**src/rtl/audio_ctl_regport.sv**
```systemverilog
module audio_ctl_regport #(
  parameter int NREG = 25,
  parameter logic [7:0] ENTER_CODE = 8'hFF,
  parameter logic [7:0] LEAVE_CODE = 8'hFE
) (
  input  logic       clk,
  input  logic       rst_n,
  input  logic [2:0] addr,
  input  logic [7:0] wdata,
  input  logic       wr,
  input  logic       rd,
  output logic [7:0] rdata,
  input  logic       surround_fitted,
  input  logic [3:0] irq_n,
  output logic [2:0] fwd_addr,
  output logic [7:0] fwd_wdata,
  output logic       fwd_wr,
  output logic       fwd_rd,
  input  logic [7:0] fwd_rdata,
  output logic [7:0] vol_l_db,
  output logic [7:0] vol_r_db,
  output logic       vol_l_mute,
  output logic       vol_r_mute,
  output logic [3:0] bass,
  output logic [3:0] treble,
  output logic [7:0] fm_gain_l,
  output logic [7:0] fm_gain_r,
  output logic [7:0] smp_gain_l,
  output logic [7:0] smp_gain_r
);
  localparam int IW = $clog2(NREG);

  logic       ctl_on;
  logic [7:0] idx;
  logic [7:0] live   [NREG];
  logic [7:0] shadow [NREG];

  function automatic logic [7:0] boot_val(input int i);
    case (i)
      8'h13:   return 8'h71;
      8'h14:   return 8'h03;
      8'h15:   return 8'h71;
      default: return 8'h00;
    endcase
  endfunction

  wire ctl_port  = (addr == 3'd2) || (addr == 3'd3);
  wire fwd_sel   = !ctl_on || !ctl_port;
  wire is_magic  = (addr == 3'd2) && (wdata == ENTER_CODE || wdata == LEAVE_CODE);
  wire idx_ok    = idx < 8'(NREG);
  wire [IW-1:0] sel = idx[IW-1:0];

  assign fwd_addr  = addr;
  assign fwd_wdata = wdata;
  assign fwd_wr    = wr && fwd_sel && !is_magic;
  assign fwd_rd    = rd && fwd_sel;

  always_ff @(posedge clk) begin
    if (!rst_n) begin
      ctl_on <= 1'b0;
      idx    <= 8'h00;
      for (int i = 0; i < NREG; i++) begin
        live[i]   <= boot_val(i);
        shadow[i] <= boot_val(i);
      end
    end else if (wr) begin
      if (addr == 3'd2 && wdata == ENTER_CODE)
        ctl_on <= 1'b1;
      else if (addr == 3'd2 && wdata == LEAVE_CODE)
        ctl_on <= 1'b0;
      else if (ctl_on && addr == 3'd2)
        idx <= wdata;
      else if (ctl_on && addr == 3'd3 && idx_ok) begin
        if (idx == 8'h00) begin
          for (int i = 0; i < NREG; i++) begin
            if (wdata[0]) live[i] <= shadow[i];
            if (wdata[1] && !wdata[0]) shadow[i] <= live[i];
          end
        end else begin
          live[sel] <= wdata;
        end
      end
    end
  end

  always_comb begin
    if (fwd_sel)              rdata = fwd_rdata;
    else if (addr == 3'd2)    rdata = {4'h0, irq_n};
    else if (!idx_ok)         rdata = 8'hFF;
    else if (idx == 8'h00)    rdata = surround_fitted ? 8'h50 : 8'h70;
    else                      rdata = live[sel];
  end

  assign vol_l_mute = live[4][5:0] < 6'h1C;
  assign vol_r_mute = live[5][5:0] < 6'h1C;
  assign vol_l_db   = vol_l_mute ? 8'h80 : {1'b0, live[4][5:0], 1'b0} - 8'd120;
  assign vol_r_db   = vol_r_mute ? 8'h80 : {1'b0, live[5][5:0], 1'b0} - 8'd120;
  assign bass       = live[6][3:0];
  assign treble     = live[7][3:0];
  assign fm_gain_l  = live[9]  - 8'd128;
  assign fm_gain_r  = live[10] - 8'd128;
  assign smp_gain_l = live[11] - 8'd128;
  assign smp_gain_r = live[12] - 8'd128;
endmodule


```
**config.mk**
```make
export PLATFORM = sky130hd
export DESIGN_NAME = audio_ctl_regport
export DESIGN_NICKNAME = d
export VERILOG_FILES = /design/src/rtl/audio_ctl_regport.sv
export SDC_FILE = /design/constraint.sdc
export NUM_CORES = 1
export LEC_CHECK = 0
export ABC_AREA = 0
export BUFFER_PORTS_ARGS = -buffer_cell sky130_fd_sc_hd__buf_4
export CAP_MARGIN = 20
export CORE_UTILIZATION = 40
export DETAILED_ROUTE_END_ITERATION = 16
export GPL_ROUTABILITY_DRIVEN = 0
export GPL_TIMING_DRIVEN = 0
export PLACE_DENSITY = 0.57
export RECOVER_POWER = 25
export SETUP_SLACK_MARGIN = 0.4
export SLEW_MARGIN = 5
export SYNTH_ARGS = -nofsm -noshare
export SYNTH_HDL_FRONTEND = slang
export SYNTH_SLANG_ARGS = --single-unit
```
**constraint.sdc**
```tcl
create_clock -name clk -period 6.7 [get_ports clk]
set_input_delay 0.67 -clock clk [delete_from_list [all_inputs] [get_ports clk]]
set_output_delay 0.67 -clock clk [all_outputs]
set_load 0.05 [all_outputs]
```
# After elaboration in Yosys (flattened, before gate mapping)
# Memories as Yosys holds them, arrays and structs flattened. A register that Yosys moved wholly into a read port is not among the register bits.
# Cells that the tools add are included.
[totals]
memories = 2
ram_bits = 400
output_inout_bits = 79
wordCells = 185
inputBits = 28
ff_bits = 9
[memory_table]
columns = ["name", "depth", "word_bits", "rd", "rd_clocked_by_memory_dff", "write_ports", "line_no", "text"]
rows = [
  ["live", 25, 8, 26, 1, 25, "35", "logic [7:0] live [NREG];"],
  ["shadow", 25, 8, 25, 0, 25, "36", "logic [7:0] shadow [NREG];"],
]
[classes]
bitwise_logic = 52
order_cmp = 3
add_sub_neg = 6
eq_ne = 4
n_mux = 94
reduce_logical = 22
[ops]
columns = ["cell", "count"]
rows = [
  ["8-bit two-way mux", 60],
  ["1-bit bitwise OR", 50],
  ["8-bit subtractor (second input constant)", 4],
  ["1-bit two-way mux", 30],
  ["8-bit == test (second input constant)", 2],
  ["7-bit by 7-bit subtractor with 8-bit output (second input constant)", 2],
  ["5-bit two-way mux", 3],
  ["6-bit by 5-bit < comparator with 1-bit output (second input constant)", 2],
  ["1-bit logical AND", 10],
  ["8-bit logical NOT", 1],
  ["8-bit by 5-bit < comparator with 1-bit output (second input constant)", 1],
  ["8-bit OR reduction", 1],
  ["3-bit by 2-bit == test with 1-bit output (second input constant)", 2],
  ["6-bit two-way mux", 1],
  ["1-bit logical NOT", 4],
  ["4-bit AND reduction", 1],
  ["1-bit logical OR", 3],
  ["1-bit NOT", 2],
  ["2-bit AND reduction", 1],
  ["2-bit nonzero test", 1],
]

# Longest topological paths before layout
# Gate-level depths: netlist of run 1.
[depth]
ltp_word = 12
mapped_depth = 9
mapped_depth_nobuf = 4

# Worst setup path before layout of run 1
# Ideal clock, no wire load.
[synth_path]
path_type = "input to register"
from = "input addr[0]"
to = "memory shadow[0][0], enable pin"
slack_ns = 0.527
path_buffers = 1
setup_ns = 0.568
arrival_time_ns = 5.604
path_stages = 5
cell_sequence = "clkbuf_1 > nand4b_1 > nor2_1 > nand3_1 > nand2_1"
[synth_lines]
columns = ["item", "line_no", "text"]
rows = [
  ["start: declaration", "8", "input logic [2:0] addr,"],
  ["end: declaration", "36", ""],
]

==> reports/qor.txt, run 1 <==
Status: finished with violations
Failing checks: design-rule violations
DRT Wirelength: 63100 um
Reg2reg end: live[19][6]
Port Buffers: 102
Hold depth: 1
PnR worst setup slack: 1.55 ns
R2r setup slk: 2.74 ns
Syn Inst Count: 1420
Post-synth top area share: 63.9%
Yosys top cell by area: edfxtp_1
Hold WS: 0.490 ns
CP arrival: 4.48 ns
CTS Buf Count: 51
R2r worst-path depth: 7
Peak supply drop: 0.000181 V
Main synth FF type: edfxtp_1
Initial antenna violation count: 0
Max Fanout on Critical Path: 10
Most common cell in the netlist: edfxtp_1
First-pass GRT wire length: 92400 um
Filler Cell Count: 4742
Slew @ Worst Pin: 1.14 ns
Tcrit/Tclk final: 76.9%
Max_slew headroom: 24.0%
Vias per cell: 5.72
Fin area: 0.0247 sq mm
Root Buffer: clkbuf_16
Util after Layout: 46.8%
Clk network pwr share: 41.1%
Die W: 234 um
Largest family of logic cells by synthesized area: simple AND/OR/NAND/NOR gates
Post-Synth XOR/XNOR Area: 0.0817%
Clock buffer depth: 3
Register bit total from synthesis: 470
Synth area leaders: edfxtp_1 (64%), mux4_2 (6.1%), and2_1 (5.8%), a22o_1 (5.7%), mux2i_1 (3.4%)
DR vias: 13500
Post-synth top cells: edfxtp_1 (456), and2_1 (198), a22o_1 (139)
Internal power: 0.00487 W
Final hold violation count: 0
# diodes: 0
Worst skew pair latency: 0.61 ns
Adder-cell share of the synthesized area: 0.117%
Vias in the first global route: 13200
Number of nets in the layout: 1668
Initial cell density of the core: 40.6%
Syn Area/Cell: 15.1 sq um
Worst slack at placement: 2.23 ns
Largest net degree at the start of global routing: 58
GRT Total Usage: 23.6%
Leak: 9.31 nW
Htree depth: 2
Num rows: 84
Postcts setup bufs: 0
Area Growth Syn to Fin: 15.3%
Post-cts sizing count: 0
Initial DRC Count: 1453
Clock sinks: 470
Reg clk slew, reported paths: 0.06 ns
Register area share after synthesis: 65.2%
Worst Hold Class: primary input to flop
Async set-reset flop share out of synthesis: 0%
Final min period: 5.15 ns
P per Cell Area: 257 mW/mm^2
Synthesized cell area: 0.0214 sq mm
Core Area: 0.0528 sq mm
Hold Crit Start: wdata[6]
CTS Hold Buffers Added: 0
CP Data Required Time: 6.03 ns
RSZ-0062 raised after global routing: no
Antenna Nets Post-Route: 0
I/O pins: 107
Placed cell area: 0.0234 sq mm
Maxcap violations: 0
Simple-Gate Fraction of Synth Area: 12.4%
Congestion Overflow GR: 0
Switching Power: 0.00149 W
Die area: 0.0545 sq mm
Hold EP: live[25][6]
Startpoint class of the critical path: flop
Die height: 234 um
Routed len/inst: 26.7 um
Layout cells sized above 1: 17.3%
Mux cell area share after synthesis: 10.1%
Placed wire-length estimate: 43300 um
Yosys warnings: 0
WS Path Type: flop to output port
Synth Area in Compound Gates: 7.90%
Slew Viols, Final: 0
Drt first pass iters: 11
Number of setup violations in the final report: 0
Final clock skew: 0.0218 ns
DRC: 2
CP endpoint kind: output port
Reg2Reg Launch Point: idx[4]
Sw frac: 23.4%
Combinational power share: 5.3%
Fmax: 194 MHz
Number of synthesized flops with an enable pin: 456
Reg power frac: 53.6%
TritonCTS clock tree: done
Yosys cell types: 60
Total power: 0.00635 W
layout make-up:
class                      instances  area, sq um  share of cell area (%)
timing repair buffer             108          717                    2.90
clock buffer                      71         1370                    5.55
inverter                          19         71.3                   0.289
sequential                       470        14000                    56.5
buffer                           154          825                    3.34
multi-input combinational        834         6780                    27.4
clock inverter                    22          113                   0.456
tap                              688          861                    3.48
registers in the layout (all words and copies together) (netlist names), named ones only:
register  count
ctl_on        1
shadow      200
live        256
idx           8
critical path: stages (launching register included):
cell	delay, ns
dfxtp_1	0.38
buf_1	0.70
buf_1	0.91
and2_1	0.50
a22oi_1	0.16
and4b_1	0.25
a311oi_1	0.63
buf_4	0.33
placed cells by master (no fill, tap or decap), drive strengths merged, types with 7 or more instances in the layout:
master	Yosys	final
inv	18	19
mux2i	73	73
a22o	139	139
nor4	8	8
nand2b	31	31
nand3	11	11
nor3	15	15
edfxtp	456	456
a22oi	15	15
nand2	72	72
and2	198	198
nand4	10	10
mux4	58	58
conb	1	58
mux2	12	12
nor2b	17	17
a21oi	7	7
nor2	35	35
clkbuf	70	211
dfxtp	14	14
buf	84	122
clkinv	1	22
per-stage QoR:
step                std cells  setup TNS [ns]
finish                   2366               0
CTS                      2365               0
global placement         2267         -545.61
global route             2366               0
floorplan                1477               0
detailed placement       2272               0
kinds of logic (layout without fill, tap and decap cells):
| kind of cell | count (synthesis) | count (layout) |
|---|---|---|
| xor gates and xnor gates | 2 | 2 |
| muxes | 143 | 143 |
| adders and majority gates | 2 | 2 |
| and+or+nand+nor | 428 | 428 |
| other | 1 | 58 |
| buffers and inverters | 173 | 374 |
| DFF | 470 | 470 |
| AOI/OAI and AO/OA | 201 | 201 |
worst max-delay path by stage:
stage	cells past startpoint	to
detailed placement	7	rdata[4]
global placement	5	shadow[0][73]
global route	7	rdata[4]
floorplan	5	shadow[0][0]
CTS	7	rdata[4]
finish	7	rdata[4]
per-layer routing:
layer / track usage [%] / part of all wire [%]
met4: 7.45 / 3.0
met1: 34.2 / 44
met2: 36.6 / 46
met5: 0 / 0
met3: 3.32 / 7.2
power groups by stage:
stage                     Clock [W]  Sequential (W)  Combinational (W)
after CTS                   0.00263         0.00341           0.000348
final                       0.00261         0.00341           0.000338
after floorplan                   0         0.00345           0.000212
after detailed placement          0         0.00347           0.000346
after global placement            0         0.00348           0.000337
after global routing        0.00274         0.00342           0.000357
No activity file was read; power rests on OpenSTA's default activity.
==> inputs of run 2 (changes only) <==
clock period = 5.06 ns   (was 6.7 ns; I/O delays follow)
==> reports/qor.txt, run 2 (same netlist as run 1, synthesis figures left out) <==
Die W: 234 um (unchanged)
Root Buffer: clkbuf_16
Htree depth: 2 (unchanged)
Initial DRC Count: 1510 (+3.9%)
Reg2Reg Launch Point: idx[3]
Max_slew headroom: 25.2% (+1.2 points)
Clock buffer depth: 3 (unchanged)
Startpoint class of the critical path: flop
Leak: 9.28 nW (-0.34%)
Final clock skew: 0.0253 ns (+0.00344 ns)
Commonest non-fill, non-tap cell in the layout: edfxtp_1
Final min period: 4.51 ns
Status: finished with violations
Number of flip-flops in the largest register: 256 (unchanged)
Biggest regs: live (256), shadow (200), idx (8)
Die height: 234 um (unchanged)
Reg power frac: 53.5% (about the same)
CP Data Required Time: 4.55 ns (-1.48 ns)
TritonCTS clock tree: done
Failing checks: design-rule violations
Most used cell, CP: clkbuf_1
Layout cells sized above 1: 17.1% (-0.14 points)
Clk network pwr share: 41.3% (+0.2 points)
Maxcap violations: 0 (unchanged)
Highest-count cells in the layout ignoring fill and taps: edfxtp_1 (456), and2_1 (161), clkbuf_1 (148)
Postcts setup bufs: 0 (unchanged)
Fmax: 222 MHz
Clock sinks: 470 (unchanged)
DRC: 4 (+2)
Internal power: 0.00651 W (+34%)
Reg clk slew, reported paths: 0.06 ns (about the same)
Area Growth Syn to Fin: 15.2% (about the same)
Largest net degree at the start of global routing: 78 (+34%)
Worst-path cell chain: buf_1, clkbuf_1, clkbuf_1, nand2b_1, o22a_1, o2111ai_1, nand3_1, buf_4
Max incr delay on CP: 0.75 ns (-0.16 ns)
Hold Crit Start: wdata[6]
Vias in the first global route: 13200 (-0.69%)
Dpl cells: 2272 (unchanged)
CTS Hold Buffers Added: 0 (unchanged)
P per Cell Area: 342 mW/mm^2 (+33%)
DR vias: 13500 (-0.51%)
Max Fanout on Critical Path: 10 (unchanged)
Placed wire-length estimate: 43300 um (about the same)
Switching Power: 0.00193 W (+30%)
GRT Total Usage: 23.5% (-0.11 points)
Worst skew pair latency: 0.60 ns (about the same)
Vias per cell: 5.70 (-0.38%)
CTS Buf Count: 50 (-2.0%)
CP arrival: 4.01 ns (-0.47 ns)
Die area: 0.0545 sq mm (unchanged)
Layout Cells excl Fill: 2363 (-0.13%)
Initial cell density of the core: 40.6% (unchanged)
Slew Viols, Final: 0 (unchanged)
Tcrit/Tclk final: 89.2%
First-pass GRT wire length: 91400 um (-1.1%)
Combinational power share: 5.2% (about the same)
Slew @ Worst Pin: 1.11 ns (-0.0265 ns)
Number of setup violations in the final report: 0 (unchanged)
Sw frac: 22.9% (-0.50 points)
Routed len/inst: 26.6 um (-0.17%)
Num rows: 84 (unchanged)
Placed cell area: 0.0234 sq mm (about the same)
CP endpoint kind: output port
DRT Wirelength: 63000 um (-0.30%)
Peak supply drop: 0.000236 V (+31%)
Number of nets in the layout: 1666 (-0.12%)
RSZ-0062 raised after global routing: no
Antenna Nets Post-Route: 0 (unchanged)
Congestion Overflow GR: 0 (unchanged)
Fin area: 0.0247 sq mm (about the same)
WS Path Type: flop to output port
Core Area: 0.0528 sq mm (unchanged)
Drt first pass iters: 13 (+2)
Worst Hold Class: primary input to flop
Slowest CP cell: clkbuf_1
I/O pins: 107 (unchanged)
Final hold violation count: 0 (unchanged)
Initial antenna violation count: 1 (+1)
Biggest register: live
Port Buffers: 102 (unchanged)
-- run 2: changes by cell type in the layout (fill, tap and decap cells not counted), moves of 4 or more --
cell,previous run,this run
and2_0,29,37
and2_1,169,161
buf_4,91,80
clkbuf_1,142,148
clkinv_1,14,10
-- run 2: critical path, delay by kind of cell (launching register included) --
kind | cells | cell delay, ns
buffers and inverters | 4 | 2.25
AO/OA/AOI/OAI | 2 | 0.38
AND/OR/NAND/NOR | 2 | 0.40
flip-flops | 1 | 0.36
-- run 2: cell type report --
cell class | instances | area [sq um]
plain buffers | 154 | 832
fillers | 4751 | 28100
multi-input cells | 834 | 6800
well taps | 688 | 861
clock buffers | 69 | 1340
diodes | 1 | 2.50
clock inverters | 21 | 166
inverters | 19 | 71.3
flip-flops and latches | 470 | 14000
repair buffers | 107 | 659
-- run 2: per-layer routing --
layer | vias up | global-route usage [%] | share of wire (%)
li1 | 5777 | - | -
met1 | 7005 | 33.8 | 44
met2 | 614 | 36.5 | 46
met3 | 75 | 3.63 | 7.0
met4 | 0 | 7.41 | 2.7
met5 | - | 0 | 0
-- run 2: metrics by stage --
| step | hold slack, ns | util (%) | setup slack (ns) | setup TNS, ns | total power [W] |
|---|---|---|---|---|---|
| 4_1_cts | 0.142 | 47.2 | 0.442 | 0 | 0.00849 |
| 5_1_grt | 0.330 | 46.8 | 0.470 | 0 | 0.00866 |
| 2_1_floorplan | 0.479 | - | 0.805 | 0 | 0.00484 |
| 3_5_place_dp | 0.505 | 44.3 | 0.779 | 0 | 0.00505 |
| 6_report | 0.330 | 46.8 | 0.547 | 0 | 0.00844 |
| 3_3_place_gp | 0.494 | 44.1 | -0.959 | -189.02 | 0.00505 |
-- run 2: repair_timing --
| item | CTS | global route |
|---|---|---|
| gates resized for setup | 3 | 3 |
| endpoints found under the setup margin | 2 | 3 |
| pin swaps | 0 | 0 |
-- run 2: power by group through the flow --
stage | clock network, W | logic, W | registers (W)
6_report | 0.00349 | 0.000443 | 0.00451
3_5_place_dp | 0 | 0.000457 | 0.00459
3_3_place_gp | 0 | 0.000447 | 0.00460
4_1_cts | 0.00352 | 0.000459 | 0.00451
2_1_floorplan | 0 | 0.000281 | 0.00455
5_1_grt | 0.00366 | 0.000468 | 0.00453
-- run 2: final timing paths --
check | to | slack, ns | depth (start not counted)
worst min register to register | live[0][1] | 0.52 | 1
worst max register to register | live[19][4] | 1.19 | 7
worst max-delay path | rdata[3] | 0.55 | 8
worst min-delay path | live[30][6] | 0.33 | 1
==> inputs of run 3 (changes only) <==
CORE_UTILIZATION = 53   (was 40)
PLACE_DENSITY = 0.71   (was 0.57)
==> reports/qor.txt, run 3 (same netlist as run 1, synthesis figures left out) <==
Status: complete, no violations
CP endpoint kind: output port
GRT Total Usage: 29.5% (+6.0 points)
Clock buffer depth: 3 (unchanged)
Initial DRC Count: 1613 (+6.8%)
Number of flip-flops in the largest register: 256 (unchanged)
RSZ-0062 raised after global routing: no
Vias per cell: 6.25 (+9.7%)
Peak supply drop: 0.000289 V (+22%)
DR vias: 13700 (+1.8%)
Initial antenna violation count: 1 (unchanged)
Congestion Overflow GR: 0 (unchanged)
Sw frac: 22.8% (-0.075 points)
Startpoint class of the critical path: flop
Fmax: 221 MHz (-0.23%)
CTS Buf Count: 48 (-4.0%)
Initial cell density of the core: 53.8% (+13 points)
Postcts setup bufs: 0 (unchanged)
Final min period: 4.52 ns (+0.0103 ns)
Internal power: 0.00648 W (-0.45%)
Clk network pwr share: 41.0% (-0.3 points)
Max Fanout on Critical Path: 10 (unchanged)
Layout cells sized above 1: 17.1% (about the same)
Util after Layout: 61.3% (+15 points)
Biggest regs: live (256), shadow (200), idx (8)
# diodes: 0 (-1)
Die W: 203 um (-13%)
DRT Wirelength: 59700 um (-5.1%)
Most Crowded Layer GR: met2
Drt first pass iters: 7 (-6)
Maxcap violations: 0 (unchanged)
Root Buffer: clkbuf_16
Num rows: 73 (-13%)
Worst slack at placement: 0.739 ns (-0.0392 ns)
Worst skew pair latency: 0.60 ns (about the same)
Filler Cell Count: 3143 (-34%)
DRC: 0 (-4)
Number of setup violations in the final report: 0 (unchanged)
Die height: 203 um (-13%)
P per Cell Area: 344 mW/mm^2 (+0.59%)
Clock sinks: 470 (unchanged)
Biggest register: live
Number of nets in the layout: 1662 (-0.24%)
CP arrival: 4.02 ns (about the same)
Routed len/inst: 27.2 um (+2.2%)
Met1 GRT Util: 42.3% (+8.5 points)
Final clock skew: 0.0244 ns (-0.000860 ns)
Placed wire-length estimate: 40200 um (-7.1%)
Final hold violation count: 0 (unchanged)
Die area: 0.0413 sq mm (-24%)
Vias in the first global route: 13300 (+1.4%)
Port Buffers: 102 (unchanged)
WS Path Type: flop to output port
Met2 Track Usage GR: 44.0% (+7.5 points)
Leak: 9.23 nW (-0.50%)
Core Area: 0.0398 sq mm (-25%)
Switching Power: 0.00192 W (-0.88%)
Htree depth: 2 (unchanged)
Max_slew headroom: 27.0% (+1.7 points)
Combinational power share: 5.2% (about the same)
Worst Hold Class: primary input to flop
Tcrit/Tclk final: 89.4% (+0.20 points)
Highest-count cells in the layout ignoring fill and taps: edfxtp_1 (456), and2_1 (154), clkbuf_1 (141)
First-pass GRT wire length: 87500 um (-4.3%)
Antenna Nets Post-Route: 0 (unchanged)
Hold WS: 0.327 ns (-0.00294 ns)
Slew @ Worst Pin: 1.10 ns (-0.0175 ns)
PnR worst setup slack: 0.537 ns (-0.0103 ns)
CP Data Required Time: 4.55 ns (about the same)
Largest net degree at the start of global routing: 106 (+36%)
Slew Viols, Final: 0 (unchanged)
Grt met3 use: 6.24% (+2.6 points)
I/O pins: 107 (unchanged)
TritonCTS clock tree: done
Reg power frac: 53.8% (+0.3 points)
Commonest non-fill, non-tap cell in the layout: edfxtp_1
Reg clk slew, reported paths: 0.07 ns (about the same)
Area Growth Syn to Fin: 13.9%
## run 3: changes by cell type in the layout (fill, tap and decap cells not counted), sizes merged
cell / change
clkdlybuf4s15: +1
buf: +4
clkinv: -1
diode: -1
clkinvlp: +3
clkbuf: -14
bufinv: +1
## run 3: metal layers
layer  part of all wire [%]  vias to the layer above
met5                      0                        -
met4                    3.9                        0
met3                     11                      135
met2                     46                      911
met1                     40                     6887
li1                       -                     5779
## run 3: what timing repair did
item | 4_1_cts | 5_1_grt
resized for setup | 4 | 3
hold buffers | 0 | 0
endpoints found under the setup margin | 3 | 1
## run 3: through the flow
stage          cell area [sq um]  TNS (ns)  instances  total power (W)
4_1_cts                    24600         0       2193          0.00842
6_report                   24400         0       2193          0.00839
3_5_place_dp               23100         0       2107          0.00504
2_1_floorplan              21700         0       1477          0.00484
5_1_grt                    24400         0       2193          0.00859
3_3_place_gp               23100   -153.59       2104          0.00503
## run 3: area by class of cell
type	instances	area, sq um	area share (%)
buffer	154	838	3.43
clock buffer	62	1270	5.22
clock inverter	24	198	0.809
inverter	19	71.3	0.292
multi-input combinational	834	6800	27.8
sequential	470	14000	57.2
tap	525	657	2.69
timing repair buffer	105	617	2.53
## run 3: worst max-delay path, cell delays in order, from the launching register on
cell and delay, ns:
dfxtp_1 0.30, buf_2 0.32, buf_2 0.49, buf_1 0.39, buf_8 0.22, buf_2 0.44, mux4_2 0.43, a22oi_1 0.32
a311oi_2 0.23, buf_4 0.24
## run 3: worst paths after layout
check,from,to,slack [ns],cells past startpoint
setup / recovery,flop,rdata[6],0.54,9
hold / removal,wdata[2],live[31][2],0.33,1
setup reg to reg,idx[4],live[19][1],1.20,7
hold reg to reg,shadow[0][6],live[0][6],0.52,1
## run 3: power groups by stage
stage               clock [W]  combinational, W  sequential (W)
floorplan                   0          0.000281         0.00455
finish                0.00344          0.000439         0.00451
CTS                   0.00346          0.000450         0.00451
detailed placement          0          0.000447         0.00459
global placement            0          0.000438         0.00460
global route          0.00360          0.000461         0.00452
